--- src/rtl/sdirq_pkg.sv ---
package sdirq_pkg;
  localparam int unsigned DATA_W    = 32;
  localparam int unsigned ADDR_W    = 2;
  localparam int unsigned CARD_IN_B = 6;
  localparam int unsigned ERR_SUM_B = 15;
  localparam int unsigned ERR_LO_B  = 16;
  localparam int unsigned RST_ALL_B = 24;

  localparam logic [DATA_W-1:0] RSV_MASK  = (DATA_W'(1) << 3) | (DATA_W'(1) << 6) | (DATA_W'(1) << 7);
  localparam logic [DATA_W-1:0] SUM_MASK  = DATA_W'(1) << ERR_SUM_B;
  localparam logic [DATA_W-1:0] CARD_MASK = DATA_W'(1) << CARD_IN_B;
  localparam logic [DATA_W-1:0] RSTQ_MASK = DATA_W'(7) << RST_ALL_B;

  typedef enum logic [ADDR_W-1:0] {
    A_STATUS = 2'd0,
    A_MASK   = 2'd1,
    A_ENABLE = 2'd2,
    A_CLKCTL = 2'd3
  } reg_addr_e;
endpackage

--- src/rtl/sdirq_status.sv ---
module sdirq_status
  import sdirq_pkg::*;
(
  input  logic              clk_i,
  input  logic              rst_ni,
  input  logic [DATA_W-1:0] set_i,
  input  logic [DATA_W-1:0] clr_i,
  output logic [DATA_W-1:0] raw_o
);
  logic [DATA_W-1:0] raw_q, upd, raw_d;

  // set has priority over clear; summary bit is recomputed, never latched
  always_comb begin
    upd   = (raw_q & ~clr_i) | set_i;
    raw_d = upd;
    raw_d[ERR_SUM_B] = |upd[DATA_W-1:ERR_LO_B];
  end

  always_ff @(posedge clk_i or negedge rst_ni) begin
    if (!rst_ni) raw_q <= CARD_MASK;
    else         raw_q <= raw_d;
  end

  assign raw_o = raw_q;

  p_set_wins_r8: assert property (@(posedge clk_i) disable iff (!rst_ni)
    1'b1 |=> ((raw_q & $past(set_i) & ~SUM_MASK) == ($past(set_i) & ~SUM_MASK)));

  p_w1c_r4: assert property (@(posedge clk_i) disable iff (!rst_ni)
    1'b1 |=> ((raw_q & $past(clr_i & ~set_i) & ~SUM_MASK) == '0));

  p_hold_r10: assert property (@(posedge clk_i) disable iff (!rst_ni)
    1'b1 |=> (((raw_q ^ $past(raw_q)) & ~$past(set_i | clr_i) & ~SUM_MASK) == '0));

  p_sum_set_r5: assert property (@(posedge clk_i) disable iff (!rst_ni)
    (|set_i[DATA_W-1:ERR_LO_B]) |=> raw_q[ERR_SUM_B]);
endmodule

--- src/rtl/sdirq_regs.sv ---
module sdirq_regs
  import sdirq_pkg::*;
(
  input  logic              clk_i,
  input  logic              rst_ni,
  input  logic              we_i,
  input  logic [ADDR_W-1:0] addr_i,
  input  logic [DATA_W-1:0] wdata_i,
  input  logic [DATA_W-1:0] raw_i,
  output logic [DATA_W-1:0] mask_o,
  output logic [DATA_W-1:0] en_o,
  output logic [DATA_W-1:0] clr_o,
  output logic [DATA_W-1:0] rdata_o
);
  logic [DATA_W-1:0] mask_q, en_q, clk_q;
  reg_addr_e         a;

  assign a = reg_addr_e'(addr_i);

  always_ff @(posedge clk_i or negedge rst_ni) begin
    if (!rst_ni) begin
      mask_q <= '0;
      en_q   <= '0;
      clk_q  <= '0;
    end else if (we_i) begin
      case (a)
        A_MASK:   mask_q <= wdata_i;
        A_ENABLE: en_q   <= wdata_i;
        A_CLKCTL: clk_q  <= wdata_i & ~RSTQ_MASK;  // reset requests self-clear
        default:  ;
      endcase
    end
  end

  always_comb begin
    clr_o = '0;
    if (we_i && a == A_STATUS) clr_o = wdata_i;
    if (we_i && a == A_CLKCTL && wdata_i[RST_ALL_B]) clr_o[CARD_IN_B] = 1'b1;
  end

  always_comb begin
    case (a)
      A_STATUS: rdata_o = raw_i & mask_q;
      A_MASK:   rdata_o = mask_q;
      A_ENABLE: rdata_o = en_q;
      default:  rdata_o = clk_q;
    endcase
  end

  assign mask_o = mask_q;
  assign en_o   = en_q;
endmodule

--- src/rtl/sdirq_gate.sv ---
module sdirq_gate
  import sdirq_pkg::*;
(
  input  logic [DATA_W-1:0] raw_i,
  input  logic [DATA_W-1:0] mask_i,
  input  logic [DATA_W-1:0] en_i,
  output logic              irq_o
);
  assign irq_o = |(raw_i & mask_i & en_i & ~RSV_MASK);
endmodule

--- src/rtl/sdirq_top.sv ---
module sdirq_top
  import sdirq_pkg::*;
(
  input  logic              clk_i,
  input  logic              rst_ni,
  input  logic [DATA_W-1:0] evt_set_i,
  input  logic              bus_we_i,
  input  logic [ADDR_W-1:0] bus_addr_i,
  input  logic [DATA_W-1:0] bus_wdata_i,
  output logic [DATA_W-1:0] bus_rdata_o,
  output logic              irq_o
);
  logic [DATA_W-1:0] raw, mask, en, clr, set_eff;

  assign set_eff = evt_set_i & ~SUM_MASK;

  sdirq_status u_status (
    .clk_i(clk_i), .rst_ni(rst_ni), .set_i(set_eff), .clr_i(clr), .raw_o(raw)
  );

  sdirq_regs u_regs (
    .clk_i(clk_i), .rst_ni(rst_ni), .we_i(bus_we_i), .addr_i(bus_addr_i),
    .wdata_i(bus_wdata_i), .raw_i(raw), .mask_o(mask), .en_o(en),
    .clr_o(clr), .rdata_o(bus_rdata_o)
  );

  sdirq_gate u_gate (
    .raw_i(raw), .mask_i(mask), .en_i(en), .irq_o(irq_o)
  );

  p_rsv_quiet_r3: assert property (@(posedge clk_i) disable iff (!rst_ni)
    ((raw & ~RSV_MASK) == '0) |-> !irq_o);

  p_card_clr_r7: assert property (@(posedge clk_i) disable iff (!rst_ni)
    (bus_we_i && bus_addr_i == A_CLKCTL && bus_wdata_i[RST_ALL_B] && !evt_set_i[CARD_IN_B])
    |=> !raw[CARD_IN_B]);

  p_irq_needs_en_r2: assert property (@(posedge clk_i) disable iff (!rst_ni)
    irq_o |-> ((mask & en) != '0));
endmodule

--- config.mk ---
export PLATFORM = sky130hd
export DESIGN_NAME = sdirq_top
export DESIGN_NICKNAME = d
export VERILOG_FILES = /design/src/rtl/sdirq_pkg.sv /design/src/rtl/sdirq_status.sv /design/src/rtl/sdirq_regs.sv /design/src/rtl/sdirq_gate.sv /design/src/rtl/sdirq_top.sv
export SDC_FILE = /design/constraint.sdc
export NUM_CORES = 1
export LEC_CHECK = 0
export CORE_MARGIN = 2
export CORE_UTILIZATION = 57
export CTS_CLUSTER_DIAMETER = 60
export DETAILED_ROUTE_END_ITERATION = 12
export PLACE_DENSITY = 0.82
export SLEW_MARGIN = 20
export SYNTH_ARGS = -nofsm -noshare
export SYNTH_HDL_FRONTEND = slang
export SYNTH_SLANG_ARGS = --single-unit
--- constraint.sdc ---
create_clock -name clk_i -period 4.58 [get_ports clk_i]
set_clock_uncertainty 0.1 [all_clocks]
set_input_delay 0.916 -clock clk_i [delete_from_list [all_inputs] [get_ports clk_i]]
set_output_delay 0.916 -clock clk_i [all_outputs]
set_load 0.005 [all_outputs]
== Word level (Yosys, flattened, before mapping) ==
Cells that the tools add are included.
W data, S select, Z words.
Operators by class
  equal/unequal tests: 3
  multiplexer cells: 3
  reduce and logical (&&, ||, !) cells: 9
  bitwise logic cells: 5
Operator list (number)
  $and A32 B32 Y32: 3
  $pmux W32 S3: 1
  $mux W32: 1
  $not A32 Y32: 1
  $or A32 B32 Y32: 1
  $reduce_or A29 Y1: 1
  $reduce_or A16 Y1: 1
  $reduce_and A2 Y1: 3
  $eq A2 B2 Y1 const B: 2
  $logic_and A1 B1 Y1: 3
  $eq A2 B1 Y1 const B: 1
  $logic_not A2 Y1: 1
  $mux W1: 1
Word-level totals
  register bits: 125
  logic and storage cells: 24

== Depth between registers and ports, before layout ==
Gate-level depths: netlist of run 1.
  depth after elaboration: 8
  depth in mapped cells: 5
  depth with buffers taken out: 4

== Cells and area by module ==
Synthesis of run 1 repeated with hierarchy kept, for this count alone.
Second synthesis, totals
  cell total of the unflattened synthesis: 486
  area, all modules: 6207.2 um^2
By module, submodules not included
  sdirq_regs: seq. area each 2327.2 um^2, times used 1, area each 4768.3 um^2, cells an instance 349
  sdirq_status: seq. area each 802.0 um^2, times used 1, area each 1218.7 um^2, cells an instance 102
  sdirq_gate: seq. area each 0.0 um^2, times used 1, area each 216.5 um^2, cells an instance 34
  sdirq_top: seq. area each 0.0 um^2, times used 1, area each 3.8 um^2, cells an instance 1

== Least setup slack after synthesis of run 1 ==
No wires, ideal clock.
  path type: input port to output port
  from: in bus_addr_i[0]
  to: out bus_rdata_o[10]
  data required time: 3564 ps
  path slack: 1516 ps
  arrival time: 2048 ps
  stages: 5
  cells stage by stage: clkbuf_1 > clkbuf_1 > mux2_2 > nand2_1 > o21ai_0
On the way
  cells in the longest elaborated chain, start to end: 2
RTL lines
  start: declaration: line sdirq_top.sv:8  | input logic [ADDR_W-1:0] bus_addr_i,
  $eq A2 B2 Y1, or another cell as far along: line sdirq_regs.sv:42  | case (a)
  $pmux W32 S3 *: line sdirq_regs.sv:42
  end: declaration: line sdirq_top.sv:10  | output logic [DATA_W-1:0] bus_rdata_o,
Every way passes the cells marked *; elsewhere a longest branch is shown, timed or not.

== Worst setup path in the final report of run 1 ==
  from: reg u_status.raw_q[4] (netlist: u_status.raw_o[4])
  to: out irq_o
On the way
  cells in the longest elaborated chain, start to end: 3
RTL lines
  start: declaration: line sdirq_status.sv:10  | logic [DATA_W-1:0] raw_q, upd, raw_d;
  start signal: assignment: line sdirq_status.sv:21  | else raw_q <= raw_d;
  $and A32 B32 Y32 (2 in series): line sdirq_gate.sv:9  | assign irq_o = |(raw_i & mask_i & en_i & ~RSV_MASK);
  $reduce_or A29 Y1: line sdirq_gate.sv:9
  end: declaration: line sdirq_top.sv:11  | output logic irq_o
No other way between the ends.

==> results.cfg, run 1 <==
[floorplan]
initial_core_util_pct = 58.58
rows = 36
fp.dieW_um = 104.2
core_area_um2 = 9774
die_h_um = 104.2
io_pins = 102
dieArea_um2 = 10860

[sta]
fmax_mhz = 273.8
setup-tns-final_ns = 0
min_period_ns = 3.653
worst_pin_slew_ns = 0.9426
maxSlewViolCount = 0
slew_headroom_pct = 37.16
rsz0062_at_grt = no
hold_viol = 0
final.period_utilization_pct = 79.76
finalSetupViolCount = 0

[final_layout]
nets = 663
fill_cells = 670
multiInputGateArea_um2 = 2440
layout-drive-gt1-share_pct = 27.56
finalInstanceArea_um2 = 7423
seq_area_um2 = 3129
diodes = 0
syn_to_final_growth_pct = 29.65

[cts]
cts_buffer_depth = 2
path_clk_slew_ns = 0.05
clock_latency_ns = 0.51
cts_resized = 0
cts_root_buf = clkbuf_8
clock-sinks = 125
cts_setup_buffers = 0
htree_levels = 4
cts_tree = yes
cts.hold.buffers_added = 0
cts_buffers = 17

[critical_path]
crit_fanout = 3
cp_cell_sequence = and3_1 -> a31oi_1 -> nand4_1 -> or4_1 -> clkdlybuf4s50_1
crit_slowest_cell = or4_1
r2r-end = u_status.raw_o[15]
worstSetupPathType = reg2out
crit_family = simple AND/OR/NAND/NOR gates
worstSetupEndpointType = output port
r2r-start = u_status.raw_o[21]
critical_path_arrival_ns = 2.64
regToRegSetupSlack_ns = 2.63
worstPathRequired_ns = 3.56
cp_num_buf_inv = 1
reg2reg_depth = 4
cpPeakStageDelay_ns = 0.59
cp-start-kind = flip-flop

[min_path]
hp-class = reg2reg
hold_depth = 1
hp-start = u_status.raw_o[7]
whs_endpoint = u_status.raw_o[7]

[placed_design]
dp_hpwl_mm = 9.395
dpl_cell_area_um2 = 6877
gp_congestion = 0.8159
portBuffers = 100

[synth]
netlist_instances = 492
syn_area_per_cell_um2 = 11.64
yosysSeqAreaShare_pct = 54.65
synth_warnings = 0
ys_seq_elements = 125
syn_nets = 561
yosysUniqueCellTypes = 21
syn_area_um2 = 5725

[detailed_routing]
routed_wl_mm = 14.37
dr.first_iter.drc_count = 267
via_per_inst = 5.824
drc = 0
firstDrtPassIters = 7
vias = 4304
wl_per_cell_um = 19.45
detail-route-antenna-nets = 0

[flow_run]
maxCapViolations = 0

[pwr]
p_leak_nw = 3.050
ir_drop_mv = 0.3134
power_density_nw_per_um2 = 432.1

[global_routing]
antenna_found_initial = 0
grt_usage_pct = 27.46
gr-total-overflow = 0
grt_pass1_vias = 4503
grt_pass1_wl_mm = 23.01
grt_max_degree = 76

[run_status]
status = finished clean
-- state kept, by name, indices dropped and copies added, names as in the netlist --
signal and count:
u_regs.mask_o 32, u_regs.en_o 32, u_regs.clk_q 29, u_status.raw_o 32
-- cells in the final DEF (no fill, tap or decap) --
master | netlist | final
clkdlybuf4s50_1 | 0 | 97
clkbuf_1 | 17 | 1
clkinv_2 | 0 | 5
nor2b_1 | 1 | 1
nand2_1 | 48 | 48
buf_2 | 1 | 2
nand3_1 | 4 | 4
o21ai_0 | 64 | 64
dfstp_2 | 1 | 1
nor2_1 | 16 | 16
or4_1 | 6 | 6
clkbuf_8 | 0 | 8
buf_12 | 0 | 2
a31oi_1 | 29 | 29
a31o_2 | 1 | 1
nor3b_4 | 0 | 1
and3_1 | 13 | 13
a21o_1 | 14 | 14
clkinvlp_4 | 0 | 1
nand3b_1 | 1 | 1
inv_1 | 16 | 16
mux2_2 | 122 | 122
buf_4 | 1 | 8
dfrtp_1 | 124 | 124
nand4_1 | 5 | 5
clkbuf_16 | 0 | 16
-- per-stage QoR --
step / utilization, % / power (mW) / setup slack (ns) / cells / hold slack, ns
floorplan: - / 1.694 / 1.516 / 492 / 0.3437
global placement: 70.35 / 1.969 / 0.9501 / 708 / 0.3575
detailed placement: 70.35 / 2.008 / 0.9363 / 708 / 0.3689
CTS: 75.95 / 3.224 / 0.9290 / 739 / 0.3852
global route: 75.95 / 3.352 / 0.8277 / 739 / 0.4029
finish: 75.95 / 3.208 / 0.9271 / 739 / 0.3852
-- cells in the mapped netlist --
| master | instances | area [um^2] |
|---|---|---|
| dfrtp_1 | 124 | 3103 |
| mux2_2 | 122 | 1374 |
| o21ai_0 | 64 | 320.3 |
| nand2_1 | 48 | 180.2 |
| a31oi_1 | 29 | 181.4 |
| clkbuf_1 | 17 | 63.81 |
| inv_1 | 16 | 60.06 |
| nor2_1 | 16 | 60.06 |
| a21o_1 | 14 | 105.1 |
| and3_1 | 13 | 81.33 |
| buf_1 | 7 | 26.28 |
| or4_1 | 6 | 45.04 |
| nand4_1 | 5 | 31.28 |
| nand3_1 | 4 | 20.02 |
| a31o_2 | 1 | 8.760 |
| buf_2 | 1 | 5.000 |
| buf_4 | 1 | 7.510 |
| dfstp_2 | 1 | 26.28 |
| nand3b_1 | 1 | 7.510 |
| nor2b_1 | 1 | 6.260 |
| nor3b_2 | 1 | 12.51 |
-- worst register-to-register path, stage by stage (launching register included) --
cell	delay (ns)
dfrtp_1	0.40
nor2_1	0.13
a31oi_1	0.07
or4_1	0.58
or4_1	0.54
-- metal layers --
metal  part of all wire (%)  GRT usage (%)  up-vias  routed length (um)
met1                     41          33.22     2182                5940
met3                    4.9          7.018       19                 697
met5                      0              0        -                   0
met4                    1.5          8.687        0                 220
li1                       -              -     1975                   -
met2                     52          48.21      128                7512
-- worst max path at each step --
stage,from,cells past startpoint,to
2_1_floorplan,bus_addr_i[0],5,bus_rdata_o[10]
4_1_cts,u_status.raw_o[4],5,irq_o
6_report,u_status.raw_o[4],5,irq_o
3_5_place_dp,bus_we_i,6,u_status.raw_o[15]
5_1_grt,u_status.raw_o[4],5,irq_o
3_3_place_gp,bus_we_i,6,u_status.raw_o[15]
-- where the power goes --
part | leakage [nW] | total (mW) | internal [mW] | switching [mW]
Combinational | 1.38 | 0.620 | 0.369 | 0.251
Sequential | 1.39 | 1.38 | 1.27 | 0.110
Clock | 0.276 | 1.20 | 0.757 | 0.447
-- cell type report --
type,instances,share of cell area (%)
flip-flops and latches,125,42.15
multi-input cells,325,32.87
repair buffers,109,14.56
clock buffers,25,6.927
well taps,133,2.242
inverters,16,0.8090
clock inverters,6,0.4382
-- logic make-up (layout without fill, tap and decap cells) --
logic type      count (synthesis)  count (layout)  synth area share (%)
flops                         125             125                 54.65
simple gates                   95              95                 7.758
mux                           122             122                 23.99
compound gates                108             108                 10.75
buf+inv                        42             156                 2.841
(Power assumes the default switching activity.)
==> run 2: changes to the inputs <==
--- a/config.mk
+++ b/config.mk
@@ -6,10 +6,10 @@
 export NUM_CORES = 1
 export LEC_CHECK = 0
 export CORE_MARGIN = 2
-export CORE_UTILIZATION = 57
+export CORE_UTILIZATION = 48
 export CTS_CLUSTER_DIAMETER = 60
 export DETAILED_ROUTE_END_ITERATION = 12
-export PLACE_DENSITY = 0.82
+export PLACE_DENSITY = 0.73
 export SLEW_MARGIN = 20
 export SYNTH_ARGS = -nofsm -noshare
 export SYNTH_HDL_FRONTEND = slang
==> constraint.sdc (replaced) <==
create_clock -name clk_i -period 3 [get_ports clk_i]
set_clock_uncertainty 0.1 [all_clocks]
set_input_delay 0.6 -clock clk_i [delete_from_list [all_inputs] [get_ports clk_i]]
set_output_delay 0.6 -clock clk_i [all_outputs]
set_load 0.005 [all_outputs]
==> results.cfg, run 2 (synthesized netlist as in run 1, its figures left out) <==
[floorplan]
core_area_um2 = 11520
initial_core_util_pct = 49.72
io_pins = 102
die_h_um = 113.2
dieArea_um2 = 12820
fp.dieW_um = 113.2
rows = 39

[critical_path]
critical_path_arrival_ns = 2.19
crit_slowest_cell = or4_4
cp-startpoint = u_status.raw_o[4]
crit_fanout = 3
cp_num_buf_inv = 1
worstPathRequired_ns = 2.30
cp-start-kind = flip-flop
crit_family = simple AND/OR/NAND/NOR gates
r2r-start = u_status.raw_o[31]
cpPeakStageDelay_ns = 0.55
r2r-end = u_status.raw_o[15]
reg2reg_depth = 4
cp_cell_sequence = and3_1 -> a31oi_4 -> nand4_1 -> or4_4 -> dlygate4sd2_1
worstSetupEndpointType = output port
regToRegSetupSlack_ns = 1.12
worstSetupPathType = reg2out

[final_layout]
layout_commonest_cell = dfrtp_1
final_util_pct = 65.95
nets = 670
layout-drive-gt1-share_pct = 29.15
finalInstanceArea_um2 = 7595
syn_to_final_growth_pct = 32.65
diodes = 0
final_cell_mix = dfrtp_1 (124), mux2_2 (122), clkdlybuf4s50_1 (96)
fill_cells = 885

[detailed_routing]
drc = 4
dr.first_iter.drc_count = 263
detail-route-antenna-nets = 0
wl_per_cell_um = 18.91
routed_wl_mm = 14.31
via_per_inst = 5.737
vias = 4343
firstDrtPassIters = 9

[run_status]
violations = DRC
status = complete, but fails checks

[global_routing]
grt_pass1_wl_mm = 23.07
gr-total-overflow = 0
grt_usage_pct = 23.54
antenna_found_initial = 0
grt_max_degree = 55
grt_pass1_vias = 4633

[placed_design]
dp_hpwl_mm = 9.519
portBuffers = 100
gp_congestion = 0.8072
dpl_cell_area_um2 = 6984

[cts]
clock-sinks = 125
clock_latency_ns = 0.42
path_clk_slew_ns = 0.05
cts.hold.buffers_added = 0
cts_root_buf = clkbuf_16
cts_buffer_depth = 2
cts_buffers = 17
htree_levels = 4
cts_tree = yes

[sta]
hold_viol = 0
hold_ws_ns = 0.09864
rsz0062_at_grt = no
worst_pin_slew_ns = 0.6547
slew_headroom_pct = 56.35
setup-tns-final_ns = 0
maxSlewViolCount = 0
finalSetupViolCount = 0
min_period_ns = 2.890
final.period_utilization_pct = 96.35
fmax_mhz = 346.0

[pwr]
finalPower_mw = 5.087
p_leak_nw = 3.107
power_density_nw_per_um2 = 669.8
ir_drop_mv = 0.3470

[min_path]
hp-class = in2async

[flow_run]
maxCapViolations = 0
## run 2: layout make-up
| cell class | count | area [um^2] | area share (%) |
|---|---|---|---|
| Inverter | 16 | 60.06 | 0.7908 |
| Clock inverter | 11 | 116.4 | 1.532 |
| Multi-Input combinational cell | 325 | 2470 | 32.52 |
| Tap cell | 143 | 178.9 | 2.356 |
| Sequential cell | 125 | 3129 | 41.20 |
| Timing Repair Buffer | 116 | 1170 | 15.40 |
| Clock buffer | 21 | 470.5 | 6.194 |
## run 2: routing by layer
metal / GRT usage, % / vias to the layer above / wire length (um)
li1: - / 1987 / -
met1: 29.26 / 2204 / 6202
met2: 40.12 / 128 / 7247
met3: 5.088 / 24 / 575
met4: 9.593 / 0 / 289
met5: 0 / - / 0
## run 2: report_power, final
group | internal [mW] | switching, mW
Clock | 1.28 | 0.742
Combinational | 0.578 | 0.384
Sequential | 1.94 | 0.160
## run 2: worst register-to-register path, stage by stage (launching register included)
cell and delay [ns]:
dfrtp_1 0.40, nor2_1 0.11, a31oi_1 0.07, or4_1 0.56
or4_1 0.50
## run 2: worst max path at each step
stage | cells past startpoint | end | slack (ns)
final | 5 | irq_o | 0.11
after floorplan | 5 | bus_rdata_o[10] | 0.57
after CTS | 5 | irq_o | 0.07
after global routing | 5 | irq_o | 0.05
after detailed placement | 6 | u_status.raw_o[15] | -0.03
after global placement | 6 | u_status.raw_o[15] | 0.07
## run 2: what timing repair did
item                                    in CTS  in global routing
resized for setup                            5                  0
setup buffers                                0                  0
endpoints found under the setup margin       1                  0
## run 2: stage by stage
step,instances,setup slack [ns]
after floorplan,492,0.5678
after global placement,725,0.07403
after detailed placement,725,-0.02813
after CTS,757,0.07339
after global routing,757,0.05459
final,757,0.1096
==> run 3: changes to the inputs <==
--- a/config.mk
+++ b/config.mk
@@ -5,11 +5,10 @@
 export SDC_FILE = /design/constraint.sdc
 export NUM_CORES = 1
 export LEC_CHECK = 0
-export CORE_MARGIN = 2
-export CORE_UTILIZATION = 48
+export CORE_UTILIZATION = 30
 export CTS_CLUSTER_DIAMETER = 60
 export DETAILED_ROUTE_END_ITERATION = 12
-export PLACE_DENSITY = 0.73
+export PLACE_DENSITY = 0.46
 export SLEW_MARGIN = 20
 export SYNTH_ARGS = -nofsm -noshare
 export SYNTH_HDL_FRONTEND = slang
==> constraint.sdc (replaced) <==
create_clock -name clk_i -period 3.01 [get_ports clk_i]
set_clock_uncertainty 0.1 [all_clocks]
set_input_delay 0.602 -clock clk_i [delete_from_list [all_inputs] [get_ports clk_i]]
set_output_delay 0.602 -clock clk_i [all_outputs]
set_load 0.005 [all_outputs]
==> results.cfg, run 3 (synthesized netlist as in run 1, its figures left out) <==
[cts]
cts.hold.buffers_added = 0
path_clk_slew_ns = 0.05
cts_buffer_depth = 2
cts_root_buf = clkbuf_16
cts_buffers = 17
clock_latency_ns = 0.42
cts_tree = yes
cts_setup_buffers = 0
cts_resized = 5
clock-sinks = 125
htree_levels = 4

[floorplan]
die_h_um = 140.2
core_area_um2 = 18710
initial_core_util_pct = 30.61
dieArea_um2 = 19640
io_pins = 102
rows = 50
fp.dieW_um = 140.2

[detailed_routing]
drc = 0
wl_per_cell_um = 18.59
vias = 4177
routed_wl_mm = 15.84
detail-route-antenna-nets = 0
via_per_inst = 4.903
firstDrtPassIters = 4
dr.first_iter.drc_count = 212

[global_routing]
antenna_found_initial = 0
gr-total-overflow = 0
grt_usage_pct = 17.11
grt_pass1_wl_mm = 25.14
grt_pass1_vias = 4362
grt_max_degree = 52

[sta]
slew_headroom_pct = 53.55
worst_pin_slew_ns = 0.6967
setup-tns-final_ns = 0
setup_ws_ns = 0.1006
maxSlewViolCount = 0
final.period_utilization_pct = 96.66
finalSetupViolCount = 0
hold_ws_ns = 0.1240
fmax_mhz = 343.7
min_period_ns = 2.909
rsz0062_at_grt = no
hold_viol = 0

[min_path]
hp-class = in2async

[critical_path]
critical_path_arrival_ns = 2.21
worstSetupEndpointType = output port
setup.worst_path.end = irq_o
r2r-start = u_status.raw_o[21]
r2r-end = u_status.raw_o[15]
reg2reg_depth = 4
crit_fanout = 3
regToRegSetupSlack_ns = 1.09
worstPathRequired_ns = 2.31
worstSetupPathType = reg2out
cp-startpoint = u_status.raw_o[14]
cp-start-kind = flip-flop

[pwr]
power_density_nw_per_um2 = 635.6
p_leak_nw = 3.104
finalPower_mw = 4.885
ir_drop_mv = 0.3637

[placed_design]
portBuffers = 100
dp_cells = 820
gp_congestion = 0.7482
dpl_cell_area_um2 = 7141
dpl_worst_slack_ns = -0.01311
dp_hpwl_mm = 10.90

[final_layout]
layout.cells.non_filler = 852
nets = 674
finalInstanceArea_um2 = 7686
final_cell_mix = dfrtp_1 (124), mux2_2 (122), clkdlybuf4s50_1 (96)
syn_to_final_growth_pct = 34.24
layout-drive-gt1-share_pct = 28.48
diodes = 0
final_util_pct = 41.09
layout_commonest_cell = dfrtp_1

[flow_run]
maxCapViolations = 0

[run_status]
status = finished clean
run 3: cell types whose count changed in the layout (fill, tap and decap cells not counted), sizes merged:
cell      delta
buf          +4
bufinv       -2
clkbuf       +9
clkinv       -4
clkinvlp     -3
run 3: layout make-up:
cell class              count  area, um^2
fillers                  1778       11020
multi-input cells         325        2467
clock inverters             2       10.01
inverters                  16       60.06
repair buffers            120        1212
flip-flops and latches    125        3129
clock buffers              30       514.2
well taps                 234       292.8
run 3: how the worst min path moves through the flow:
stage | startpoint | end | slack [ns]
after floorplan | rst_ni | u_regs.clk_q[0] | 0.21
after global placement | u_status.raw_o[3] | u_status.raw_o[3] | 0.36
after detailed placement | u_status.raw_o[3] | u_status.raw_o[3] | 0.37
after CTS | rst_ni | u_regs.mask_o[0] | 0.15
after global routing | rst_ni | u_regs.mask_o[3] | 0.17
final | rst_ni | u_status.raw_o[3] | 0.12
run 3: per-layer routing:
layer	global-route usage, %	vias up	share of wire [%]
li1	-	1998	-
met1	22.94	2076	48
met2	26.95	81	47
met3	4.000	22	3.8
met4	6.189	0	1.7
met5	0	-	0
run 3: power breakdown:
| part | internal [mW] | switching, mW |
|---|---|---|
| clock | 1.14 | 0.690 |
| combinational | 0.579 | 0.389 |
| sequential | 1.94 | 0.152 |
| total | 3.65 | 1.23 |
run 3: worst max-delay path, cell delays in order (launching register included):
cell and delay (ns):
dfrtp_1 0.40, and3_1 0.23, a31oi_2 0.18, nand4_1 0.16
or4_4 0.55, dlygate4sd2_1 0.28
